**config.mk**
```make
export PLATFORM = sky130hd
export DESIGN_NAME = cfgp_index_port
export DESIGN_NICKNAME = d
export VERILOG_FILES = /design/src/rtl/cfgp_pkg.sv /design/src/rtl/cfgp_keylock.sv /design/src/rtl/cfgp_scratch.sv /design/src/rtl/cfgp_devdec.sv /design/src/rtl/cfgp_index_port.sv
export SDC_FILE = /design/constraint.sdc
export NUM_CORES = 1
export LEC_CHECK = 0
export ABC_CLOCK_PERIOD_IN_PS = 1900
export BUFFER_PORTS_ARGS = -buffer_cell sky130_fd_sc_hd__buf_4
export CAP_MARGIN = 20
export CORE_ASPECT_RATIO = 1.2
export CORE_MARGIN = 2
export CORE_UTILIZATION = 30
export CTS_CLUSTER_SIZE = 40
export DETAILED_ROUTE_END_ITERATION = 10
export PLACE_DENSITY_LB_ADDON = 0.12
export SLEW_MARGIN = 20
export SYNTH_ARGS = -nofsm -noshare
export SYNTH_HDL_FRONTEND = slang
export SYNTH_HIERARCHICAL = 1
export SYNTH_SLANG_ARGS = --single-unit
```
**constraint.sdc**
```tcl
create_clock -name clk -period 1.9 [get_ports clk]
set_input_delay 0.095 -clock clk [delete_from_list [all_inputs] [get_ports clk]]
set_output_delay 0.095 -clock clk [all_outputs]
set_load 0.01 [all_outputs]
```
**src/rtl/cfgp_pkg.sv**
```systemverilog
`timescale 1ns/1ps
package cfgp_pkg;
   typedef enum logic [1:0] {
      KS_LOCKED = 2'd0,
      KS_HALF   = 2'd1,
      KS_OPEN   = 2'd2
   } key_state_e;

   localparam logic [7:0] IDLE_READ = 8'hFF;
endpackage

```
**src/rtl/cfgp_keylock.sv**
```systemverilog
`timescale 1ns/1ps
module cfgp_keylock
   import cfgp_pkg::*;
#(
   parameter logic [7:0] KEY_BYTE  = 8'hA5,
   parameter logic [7:0] LOCK_BYTE = 8'hAA
) (
   input  logic       clk,
   input  logic       rst_n,
   input  logic       key_wr,
   input  logic [7:0] key_data,
   output logic       open,
   output logic       index_load
);
   key_state_e st_q, st_d;

   always_comb begin
      st_d       = st_q;
      index_load = 1'b0;
      if (key_wr) begin
         if (key_data == LOCK_BYTE) begin
            st_d = KS_LOCKED;
         end else begin
            unique case (st_q)
               KS_LOCKED: st_d = (key_data == KEY_BYTE) ? KS_HALF : KS_LOCKED;
               KS_HALF:   st_d = (key_data == KEY_BYTE) ? KS_OPEN : KS_LOCKED;
               KS_OPEN:   index_load = 1'b1;
               default:   st_d = KS_LOCKED;
            endcase
         end
      end
   end

   always_ff @(posedge clk) begin
      if (!rst_n) st_q <= KS_LOCKED;
      else        st_q <= st_d;
   end

   assign open = (st_q == KS_OPEN);
endmodule

```
**src/rtl/cfgp_scratch.sv**
```systemverilog
`timescale 1ns/1ps
module cfgp_scratch #(
   parameter int unsigned          NSCR     = 3,
   parameter logic [NSCR*8-1:0]    SCR_LIST = {8'h2D, 8'h29, 8'h28}
) (
   input  logic       clk,
   input  logic       rst_n,
   input  logic       wr_en,
   input  logic [7:0] index,
   input  logic [7:0] wdata,
   output logic       hit,
   output logic [7:0] rdata
);
   logic [NSCR-1:0]       sel;
   logic [NSCR-1:0][7:0]  lane;

   for (genvar g = 0; g < NSCR; g++) begin : g_byte
      logic [7:0] val_q;
      assign sel[g] = (index == SCR_LIST[g*8 +: 8]);
      always_ff @(posedge clk) begin
         if (!rst_n)                val_q <= 8'h00;
         else if (wr_en && sel[g])  val_q <= wdata;
      end
      assign lane[g] = sel[g] ? val_q : 8'h00;
   end

   always_comb begin
      rdata = 8'h00;
      for (int i = 0; i < NSCR; i++) rdata |= lane[i];
   end
   assign hit = |sel;
endmodule

```
**src/rtl/cfgp_devdec.sv**
```systemverilog
`timescale 1ns/1ps
module cfgp_devdec #(
   parameter int unsigned        NDEV     = 9,
   parameter logic [NDEV*8-1:0]  DEV_LIST = {8'h0E, 8'h0D, 8'h0C, 8'h0B,
                                             8'h07, 8'h05, 8'h04, 8'h03, 8'h02}
) (
   input  logic [7:0]         ldn,
   input  logic               wr_en,
   input  logic [NDEV*8-1:0]  bank_rdata,
   output logic [NDEV-1:0]    bank_wr,
   output logic               hit,
   output logic [7:0]         rdata
);
   logic [NDEV-1:0]       match;
   logic [NDEV-1:0][7:0]  lane;

   for (genvar g = 0; g < NDEV; g++) begin : g_dev
      for (genvar h = g + 1; h < NDEV; h++) begin : g_uniq
         if (DEV_LIST[g*8 +: 8] == DEV_LIST[h*8 +: 8]) begin : g_err
            $error("device list holds a duplicate number");
         end
      end
      assign match[g] = (ldn == DEV_LIST[g*8 +: 8]);
      assign lane[g]  = match[g] ? bank_rdata[g*8 +: 8] : 8'h00;
   end

   always_comb begin
      rdata = 8'h00;
      for (int i = 0; i < NDEV; i++) rdata |= lane[i];
   end
   assign bank_wr = wr_en ? match : '0;
   assign hit     = |match;
endmodule

```
**src/rtl/cfgp_index_port.sv**
```systemverilog
`timescale 1ns/1ps
module cfgp_index_port
   import cfgp_pkg::*;
#(
   parameter int unsigned          ADDR_W     = 16,
   parameter logic [ADDR_W-1:0]    INDEX_PORT = 'h2E,
   parameter logic [7:0]           KEY_BYTE   = 8'hA5,
   parameter logic [7:0]           LOCK_BYTE  = 8'hAA,
   parameter logic [7:0]           LDN_INDEX  = 8'h07,
   parameter logic [7:0]           BANK_BASE  = 8'h30,
   parameter int unsigned          NDEV       = 9,
   parameter logic [NDEV*8-1:0]    DEV_LIST   = {8'h0E, 8'h0D, 8'h0C, 8'h0B,
                                                 8'h07, 8'h05, 8'h04, 8'h03, 8'h02},
   parameter int unsigned          NSCR       = 3,
   parameter logic [NSCR*8-1:0]    SCR_LIST   = {8'h2D, 8'h29, 8'h28}
) (
   input  logic               clk,
   input  logic               rst_n,
   input  logic [ADDR_W-1:0]  io_addr,
   input  logic               io_wr,
   input  logic [7:0]         io_wdata,
   output logic [7:0]         io_rdata,
   output logic               cfg_open,
   output logic [NDEV-1:0]    dev_wr,
   output logic [7:0]         dev_index,
   output logic [7:0]         dev_wdata,
   input  logic [NDEV*8-1:0]  dev_rdata
);
   localparam logic [ADDR_W-1:0] DATA_PORT = INDEX_PORT + 1'b1;

   if (NDEV < 1) begin : g_chk_ndev
      $error("NDEV must be at least 1");
   end
   if (NSCR < 1) begin : g_chk_nscr
      $error("NSCR must be at least 1");
   end
   if (KEY_BYTE == LOCK_BYTE) begin : g_chk_key
      $error("key and lock bytes must differ");
   end
   if (INDEX_PORT == '1) begin : g_chk_port
      $error("data port would wrap past the address space");
   end
   for (genvar s = 0; s < NSCR; s++) begin : g_chk_scr
      if (SCR_LIST[s*8 +: 8] >= BANK_BASE || SCR_LIST[s*8 +: 8] == LDN_INDEX) begin : g_err
         $error("scratch index collides with another register");
      end
   end

   logic       idx_wr, dat_wr, dat_wr_open, idx_load;
   logic [7:0] index_q, ldn_q;
   logic       scr_hit, bank_hit;
   logic [7:0] scr_rdata, bank_rdata_sel;
   logic       in_bank;

   assign idx_wr      = io_wr && (io_addr == INDEX_PORT);
   assign dat_wr      = io_wr && (io_addr == DATA_PORT);
   assign dat_wr_open = dat_wr && cfg_open;
   assign in_bank     = (index_q >= BANK_BASE);

   cfgp_keylock #(.KEY_BYTE(KEY_BYTE), .LOCK_BYTE(LOCK_BYTE)) u_key (
      .clk        (clk),
      .rst_n      (rst_n),
      .key_wr     (idx_wr),
      .key_data   (io_wdata),
      .open       (cfg_open),
      .index_load (idx_load)
   );

   always_ff @(posedge clk) begin
      if (!rst_n) begin
         index_q <= 8'h00;
         ldn_q   <= 8'h00;
      end else begin
         if (idx_load) index_q <= io_wdata;
         if (dat_wr_open && index_q == LDN_INDEX) ldn_q <= io_wdata;
      end
   end

   cfgp_scratch #(.NSCR(NSCR), .SCR_LIST(SCR_LIST)) u_scr (
      .clk   (clk),
      .rst_n (rst_n),
      .wr_en (dat_wr_open),
      .index (index_q),
      .wdata (io_wdata),
      .hit   (scr_hit),
      .rdata (scr_rdata)
   );

   cfgp_devdec #(.NDEV(NDEV), .DEV_LIST(DEV_LIST)) u_dec (
      .ldn        (ldn_q),
      .wr_en      (dat_wr_open && in_bank),
      .bank_rdata (dev_rdata),
      .bank_wr    (dev_wr),
      .hit        (bank_hit),
      .rdata      (bank_rdata_sel)
   );

   assign dev_index = index_q;
   assign dev_wdata = io_wdata;

   always_comb begin
      io_rdata = IDLE_READ;
      if (cfg_open) begin
         if (io_addr == INDEX_PORT) begin
            io_rdata = index_q;
         end else if (io_addr == DATA_PORT) begin
            if (index_q == LDN_INDEX)        io_rdata = ldn_q;
            else if (scr_hit)                io_rdata = scr_rdata;
            else if (in_bank && bank_hit)    io_rdata = bank_rdata_sel;
         end
      end
   end
endmodule

```
==> PnR_summary.wiki, run 1 <==
{| class="wikitable"
! Metric !! Value
|-
| Status || complete, but fails checks
|-
| Violated checks || setup timing
|-
| Vias in the first global route || 3,682
|-
| TritonCTS clock tree || done
|-
| Ratio of final minimum period to clock period || 124%
|-
| Number of H-tree levels || 2
|-
| Static power due to leakage || 0.00226 uW
|-
| Initial core utilization || 31.0%
|-
| Synth async-reset ratio || 0%
|-
| FILL cells || 1,075
|-
| Clock-pin slew reported for the worst setup and hold paths after clock tree synthesis || 60 ps
|-
| Final setup margin || -450 ps
|-
| Clock latency of the later-clocked register in the worst-skew pair || ~290 ps
|-
| Met3 track utilization from global routing || under 10%
|-
| Area of the die || 12,300 um2
|-
| Arrival time of the worst setup path || 2250 ps
|-
| Number of design rule violations left after detail routing || 0
|-
| Final Max Slew Viols || 0
|-
| Vias per std cell || 5.15
|-
| Overall overflow remaining after global route || 0
|-
| Most used flip-flop cell after synthesis || sky130_fd_sc_hd__dfxtp_1
|-
| Number of enable flip-flop cells after synthesis || 0
|-
| Routability-driven placement congestion ratio || 0.881
|-
| Synth Cell Area || 3440 um2
|-
| Clock Skews || 5.30 ps
|-
| Num rows || 42
|-
| Hold Worst Slack || 124 ps
|-
| Worst setup path category || flop to output pin
|-
| Area growth syn-to-layout || 56.9%
|-
| Die height || between 100 and 150 um
|-
| Net count after synthesis || 504
|-
| Detailed-route wire length per cell || 17.1 um
|-
| PortBufs || around 130
|-
| Drt first-iter violations || 167
|-
| Deepest clock path buffer count || 2
|-
| Fraction of final layout cells sized beyond drive strength 1 || 50.7%
|-
| Total clock sinks || 42
|-
| Sequential-to-total area share from yosys stat || around a quarter
|-
| Maximum number of pins on one net before global-route repair || 38
|-
| Number of nets in the final layout || 680
|-
| Wire length of the first global-routing pass || 19,300 um
|-
| Sum of routed wire length over all layers || around 13,000 um
|-
| # diodes || 0
|-
| Cts bufs inserted || 5
|-
| Critical path endpoint category || output pin
|-
| Total of endpoints with negative setup slack in the final report || 17
|-
| Floorplan core area || 11,100 um2
|-
| Peak supply drop || roughly 450 uV
|-
| Yosys synthesis warning count || 6
|-
| Met1 usage in global routing || 25.6%
|-
| Post-Syn Area per Cell || 8.49 um2
|-
| CP Launch Type || flop
|-
| X dimension of the die || between 100 and 150 um
|-
| Data required time of the worst path || 1800 ps
|-
| # IOs || 133
|-
| Shortest period the worst path allows || 2350 ps
|-
| Unrepaired setup endpoints after global routing || yes
|-
| Max-cap violations || 0
|-
| Number of antenna violations at the first check in global routing || 0
|-
| GRT Util Overall || 19.9%
|-
| Number of antenna-violating nets in the routed design || 0
|-
| Worst hold path class || primary input to flop
|-
| Highest-utilization routing layer at the global route stage || met2
|-
| Count of unique library cells instantiated by Yosys || between 60 and 70
|-
| Maximum fanout encountered on the critical timing path || 5
|-
| Vias || 3,794
|-
| Setup TNS || -4590 ps
|-
| Number of storage elements in the synthesis netlist || 42
|-
| Number of hold violations in the final report || 0
|-
| Relative slew margins || 60.3%
|-
| Clk root buf || sky130_fd_sc_hd__clkbuf_16
|-
| Post-detail-place hpwl || about 9700 um
|-
| Maximum clock frequency || 0.426 GHz
|-
| GRT met2 Usage || about a third
|-
| Post-Synthesis Cells || a little over 400
|-
| Transition time at the pin with the least slew margin || ~600 ps
|-
| Pre-antenna DRT Iters || 6
|-
| P per Cell Area || 395 nW/um2
|}
==> per-stage QoR <==
step	power [uW]	utilization, %	instance area (um2)	std cells	worst slack [ps]
global route	2200	48.7	5400	736	-563
floorplan	985	-	3540	405	-1.88
global placement	1180	45.0	4990	723	-260
finish	2130	48.7	5400	736	-450
detailed placement	1180	45.0	4990	723	-252
CTS	2150	48.0	5320	735	-471
==> Yosys cell counts (2+ instances only) <==
library cell | count | share of area [%]
sky130_fd_sc_hd__a21oi_1 | 13 | 1.9
sky130_fd_sc_hd__nor2b_1 | 7 | 1.3
sky130_fd_sc_hd__and4bb_2 | 2 | 0.73
sky130_fd_sc_hd__a31o_2 | 2 | 0.51
sky130_fd_sc_hd__o22a_1 | 3 | 0.76
sky130_fd_sc_hd__nand3_1 | 12 | 1.7
sky130_fd_sc_hd__inv_1 | 11 | 1.2
sky130_fd_sc_hd__clkbuf_1 | 7 | 0.76
sky130_fd_sc_hd__o221ai_1 | 5 | 1.3
sky130_fd_sc_hd__nor4b_1 | 2 | 0.51
sky130_fd_sc_hd__o31ai_1 | 7 | 1.5
sky130_fd_sc_hd__nand3b_1 | 12 | 2.6
sky130_fd_sc_hd__o21ai_1 | 18 | 2.6
sky130_fd_sc_hd__nand4_2 | 3 | 1.1
sky130_fd_sc_hd__nor2_1 | 29 | 3.2
sky130_fd_sc_hd__and4_1 | 2 | 0.51
sky130_fd_sc_hd__mux2i_1 | 42 | 12
sky130_fd_sc_hd__a31oi_1 | 10 | 1.8
sky130_fd_sc_hd__a22o_1 | 4 | 1.0
sky130_fd_sc_hd__nand2b_1 | 11 | 2.0
sky130_fd_sc_hd__nor4b_2 | 2 | 0.87
sky130_fd_sc_hd__a22oi_1 | 13 | 2.8
sky130_fd_sc_hd__nor4_1 | 3 | 0.55
sky130_fd_sc_hd__nor3b_1 | 2 | 0.44
sky130_fd_sc_hd__nand4b_1 | 2 | 0.51
sky130_fd_sc_hd__nand3_2 | 2 | 0.58
sky130_fd_sc_hd__nor3_1 | 3 | 0.44
sky130_fd_sc_hd__clkbuf_8 | 3 | 1.2
sky130_fd_sc_hd__nand4_1 | 2 | 0.36
sky130_fd_sc_hd__mux2_2 | 16 | 5.2
sky130_fd_sc_hd__buf_4 | 10 | 2.2
sky130_fd_sc_hd__nand2_1 | 49 | 5.3
sky130_fd_sc_hd__a222oi_1 | 4 | 1.2
sky130_fd_sc_hd__o21ai_0 | 2 | 0.29
sky130_fd_sc_hd__buf_6 | 11 | 3.6
sky130_fd_sc_hd__dfxtp_1 | 42 | 24
sky130_fd_sc_hd__buf_2 | 4 | 0.58
sky130_fd_sc_hd__and3_1 | 3 | 0.55
==> routing by layer <==
metal | up-vias | routed length, um | part of all wire, %
li1 | 1838 | - | -
met1 | 1768 | 5360 | 43
met2 | 174 | 5950 | 47
met3 | 14 | 1080 | 8.6
met4 | 0 | 206 | 1.6
met5 | - | 0 | 0
==> cell type report <==
type | count | area [um2] | area share [%]
inverter | 11 | 41.3 | 0.765
sequential | 42 | 856 | 15.9
clock inverter | 2 | 37.5 | 0.696
timing repair buffer | 206 | 1650 | 30.6
multi-input combinational | 315 | 2490 | 46.1
clock buffer | 6 | 129 | 2.39
tap | 154 | 193 | 3.57
==> sequential cells by signal, summed over array words and instances (netlist names) <==
name,cells
u_scr/g_byte.val_q,24
dev_index,8
ldn_q,8
u_key/st_q,2
==> worst paths after layout <==
check,startpoint,to,slack [ps],cells past startpoint
worst max-delay path,ldn_q[0]$_SDFFE_PN0P_,io_rdata[5],-450,8
worst min-delay path,io_wdata[5],dev_index[5]$_SDFFE_PN0P_,120,3
worst max register to register,dev_index[2]$_SDFFE_PN0P_,ldn_q[0]$_SDFFE_PN0P_,50,5
worst min register to register,u_scr/g_byte[2].val_q[0]$_SDFFE_PN0P_,u_scr/g_byte[2].val_q[0]$_SDFFE_PN0P_,460,2
==> cell usage in the layout, fill, tap and decap left out, types with 3 or more instances in the layout <==
master                      instances
sky130_fd_sc_hd__a21oi_1           11
sky130_fd_sc_hd__a222oi_1           4
sky130_fd_sc_hd__a22o_1             4
sky130_fd_sc_hd__a22oi_1           12
sky130_fd_sc_hd__a31oi_1            7
sky130_fd_sc_hd__a31oi_2            3
sky130_fd_sc_hd__and3_1             3
sky130_fd_sc_hd__buf_12             4
sky130_fd_sc_hd__buf_4            193
sky130_fd_sc_hd__buf_6              7
sky130_fd_sc_hd__clkbuf_16          5
sky130_fd_sc_hd__dfxtp_1           36
sky130_fd_sc_hd__dfxtp_2            3
sky130_fd_sc_hd__dfxtp_4            3
sky130_fd_sc_hd__inv_1             11
sky130_fd_sc_hd__mux2_2            12
sky130_fd_sc_hd__mux2_4             4
sky130_fd_sc_hd__mux2i_1           42
sky130_fd_sc_hd__nand2_1           47
sky130_fd_sc_hd__nand2b_1          10
sky130_fd_sc_hd__nand3_1           12
sky130_fd_sc_hd__nand3b_1          12
sky130_fd_sc_hd__nor2_1            28
sky130_fd_sc_hd__nor2b_1            5
sky130_fd_sc_hd__nor3_4             3
sky130_fd_sc_hd__nor4_4             3
sky130_fd_sc_hd__nor4b_2            4
sky130_fd_sc_hd__o21ai_1           12
sky130_fd_sc_hd__o21ai_2            8
sky130_fd_sc_hd__o221ai_1           3
sky130_fd_sc_hd__o22a_1             3
sky130_fd_sc_hd__o31ai_1            7
==> power breakdown <==
part | internal, uW | switching, uW
sequential | 876 | 0.00000101
combinational | 172 | 116
clock | 620 | 348
total | 1670 | 464
==> worst max-delay path, stage by stage, from the launching register on <==
cell	delay, ps
sky130_fd_sc_hd__dfxtp_4	380
sky130_fd_sc_hd__buf_6	130
sky130_fd_sc_hd__mux2_4	300
sky130_fd_sc_hd__a222oi_1	330
sky130_fd_sc_hd__o221ai_2	170
sky130_fd_sc_hd__nand3b_1	190
sky130_fd_sc_hd__a31oi_1	200
sky130_fd_sc_hd__o21ai_1	110
sky130_fd_sc_hd__buf_4	160
==> timing repair <==
action                     in CTS  in global routing
setup endpoints to repair      17                 25
pin swaps                      30                 16
setup buffers                   3                  1
gates resized for setup        31                 18
gates cloned                    1                  0
hold buffers                    0                  0
==> cell families after synthesis <==
group / after synthesis / share of synthesized area, %
buffers and inverters: 48 / 10.1
and+or+nand+nor: 169 / 30.6
AOI/OAI and AO/OA: 88 / 17.4
muxes: 58 / 17.5
DFF: 42 / 24.4
No activity file was read; power rests on OpenSTA's default activity.
==> inputs of run 2 (changes only) <==
CORE_MARGIN = unset   (was 2)
==> run 2 against run 1 <==
Compared with the run above:
- the flow still finishes with violations (setup timing)
- clock power increased by 0.8%
- via count increased by 1.1%
- global-route usage increased by 1.3 points
- first-iteration DRC count increased by 11%
- clock-buffer cell count unchanged
- final area increased by 0.53%
- clock skew decreased by 1.8 ps
- critical path type unchanged
==> PnR_summary.wiki, run 2 (synthesis results as in run 1) <==
{| class="wikitable"
! Metric !! Value
|-
| Depth of the worst register-to-register path || 5
|-
| Initial core utilization || 31.0%
|-
| Number of H-tree levels || 2
|-
| Kind of cell adding the most delay to the critical path || compound AO/OA/AOI/OAI gates
|-
| # diodes || 0
|-
| GRT met2 Usage || 35.8%
|-
| Reported net switching power || 475 uW
|-
| Relative slew margins || 64.2%
|-
| Total of endpoints with negative setup slack in the final report || 17
|-
| Vias in the first global route || 3,815
|-
| Shortest period the worst path allows || 2330 ps
|-
| Highest-count cells in the layout ignoring fill and taps || sky130_fd_sc_hd__buf_4, sky130_fd_sc_hd__nand2_1, sky130_fd_sc_hd__mux2i_1
|-
| Overall overflow remaining after global route || 0
|-
| Floorplan core area || 11,100 um2
|-
| Worst hold path class || primary input to flop
|-
| Seq pwr share || approximately two fifths
|-
| Most common library cell in the layout ignoring fill and taps || sky130_fd_sc_hd__buf_4
|-
| Post-route insts no fill || 738
|-
| CP max-delay cell || sky130_fd_sc_hd__dfxtp_4
|-
| Routability-driven placement congestion ratio || 0.872
|-
| Wire length of the first global-routing pass || 19,600 um
|-
| P per Cell Area || 395 nW/um2
|-
| Met3 track utilization from global routing || 3.64%
|-
| TritonCTS clock tree || done
|-
| Worst slack at placement || -324 ps
|-
| GRT Util Overall || 21.2%
|-
| Post-detail-place hpwl || 9860 um
|-
| Static power due to leakage || about 0.0023 uW
|-
| Finished Core Util || 48.9%
|-
| Maximum fanout encountered on the critical timing path || 10
|-
| Number of buffers inserted by hold repair at cts || 0
|-
| Final Max Slew Viols || 0
|-
| Die height || 119 um
|-
| Total clock sinks || 42
|-
| Clock latency of the later-clocked register in the worst-skew pair || 290 ps
|-
| Share of total power in the clock network || 45.5%
|-
| FILL cells || about 1,100
|-
| Number of buffers and inverters on the critical path || 3
|-
| X dimension of the die || between 90 and 100 um
|-
| Logic depth of the worst path, buffers included || 9
|-
| Maximum number of pins on one net before global-route repair || 38
|-
| PortBufs || around 130
|-
| Number of antenna-violating nets in the routed design || 0
|-
| Number of hold violations in the final report || 0
|-
| Ratio of final minimum period to clock period || 123%
|-
| Placed cell count || 725
|-
| Vias per std cell || 5.20
|-
| Clock Skews || 3.51 ps
|-
| Top reg by flops || u_scr/g_byte.val_q
|-
| Number of antenna violations at the first check in global routing || 0
|-
| Sum of routed wire length over all layers || 12,700 um
|-
| Vias || 3,835
|-
| Area growth syn-to-layout || 57.7%
|-
| Detailed-route wire length per cell || between 15 and 20 um
|-
| CP cell instances || buf_12 -> buf_4 -> mux2_2 -> a22oi_1 -> o221ai_1 -> nand3b_1 -> a31oi_2 -> o21ai_1 -> buf_4
|-
| Num rows || 42
|-
| Delay of the slowest cell on the worst path || between 300 and 400 ps
|-
| Crit-path most repeated cell || sky130_fd_sc_hd__buf_4
|-
| Drt first-iter violations || 185
|-
| Setup TNS || -4480 ps
|-
| Internal portion of total power || approximately 1700 uW
|-
| Critical path endpoint category || output pin
|-
| Maximum clock frequency || 0.429 GHz
|-
| Transition time at the pin with the least slew margin || between 500 and 600 ps
|-
| # IOs || 133
|-
| Clock-pin slew reported for the worst setup and hold paths after clock tree synthesis || 60 ps
|-
| Max-cap violations || 0
|-
| Highest-utilization routing layer at the global route stage || met2
|-
| Multi-input combinational cell area || 2480 um2
|-
| Worst hold stages || 3
|-
| Cts bufs inserted || 5
|-
| Clk root buf || sky130_fd_sc_hd__clkbuf_16
|-
| Combinational cell fraction of total power || 13.6%
|-
| Worst setup path category || flop to output pin
|-
| Data required time of the worst path || 1800 ps
|-
| Final setup margin || -429 ps
|-
| Peak supply drop || a little under 500 uV
|-
| Post-route total power || 2140 uW
|-
| Unrepaired setup endpoints after global routing || yes
|-
| Sw Share || 22.2%
|-
| Fraction of final layout cells sized beyond drive strength 1 || 50.7%
|-
| Seq. cell area || 856 um2
|-
| Number of nets in the final layout || 682
|-
| Status || complete, but fails checks
|-
| Arrival time of the worst setup path || 2230 ps
|-
| CP Launch Type || flop
|-
| Area of the die || 11,900 um2
|-
| Number of design rule violations left after detail routing || 0
|-
| Met1 usage in global routing || 27.5%
|-
| Deepest clock path buffer count || 2
|-
| Violated checks || setup timing
|-
| Pre-antenna DRT Iters || 4
|-
| Max reg flops || 24
|}
-- run 2: cell types whose count changed in the layout (fill, tap and decap cells not counted), moves of 2 or more --
cell	previous run	this run
sky130_fd_sc_hd__a31oi_2	3	5
sky130_fd_sc_hd__a31oi_1	7	5
sky130_fd_sc_hd__buf_12	4	6
sky130_fd_sc_hd__mux2_4	4	1
sky130_fd_sc_hd__mux2_2	12	15
-- run 2: repair_timing --
item	CTS	global route
setup buffers	2	2
pin swaps	12	10
resized for setup	30	15
endpoints found under the setup margin	23	25
cloned	0	1
-- run 2: worst reg2reg max path, delay by kind of cell, from the launching register on --
kind	cells	cell delay, ps
buf+inv	1	160
flops	1	360
simple gates	2	980
compound gates	2	220
-- run 2: power groups by stage --
stage / logic [uW] / registers (uW) / clock network [uW]
2_1_floorplan: 85.0 / 900 / 0
4_1_cts: 292 / 879 / 996
3_5_place_dp: 289 / 900 / 0
3_3_place_gp: 289 / 900 / 0
6_report: 291 / 876 / 976
5_1_grt: 308 / 875 / 1030
-- run 2: metal layers --
layer,part of all wire (%),vias to the layer above
li1,-,1851
met2,46,174
met3,7.0,16
met5,0,-
met4,1.7,0
met1,45,1794
-- run 2: through the flow --
step	instance area (um2)	hold WS, ps
finish	5430	121
global route	5430	126
CTS	5330	117
detailed placement	5030	414
global placement	5030	402
floorplan	3540	239
-- run 2: layout make-up --
class / instances / area share [%]
clock buffers: 6 / 2.38
inverters: 11 / 0.761
clock inverters: 2 / 0.692
multi-input cells: 315 / 45.8
repair buffers: 208 / 31.0
flip-flops and latches: 42 / 15.8
well taps: 154 / 3.55
-- run 2: final timing paths --
check / to / from / slack (ps)
max: io_rdata[1] / ldn_q[3]$_SDFFE_PN0P_ / -430
min: dev_index[7]$_SDFFE_PN0P_ / io_wdata[7] / 120
max reg2reg: ldn_q[0]$_SDFFE_PN0P_ / dev_index[1]$_SDFFE_PN0P_ / 40
min reg2reg: u_scr/g_byte[2].val_q[0]$_SDFFE_PN0P_ / u_scr/g_byte[2].val_q[0]$_SDFFE_PN0P_ / 460
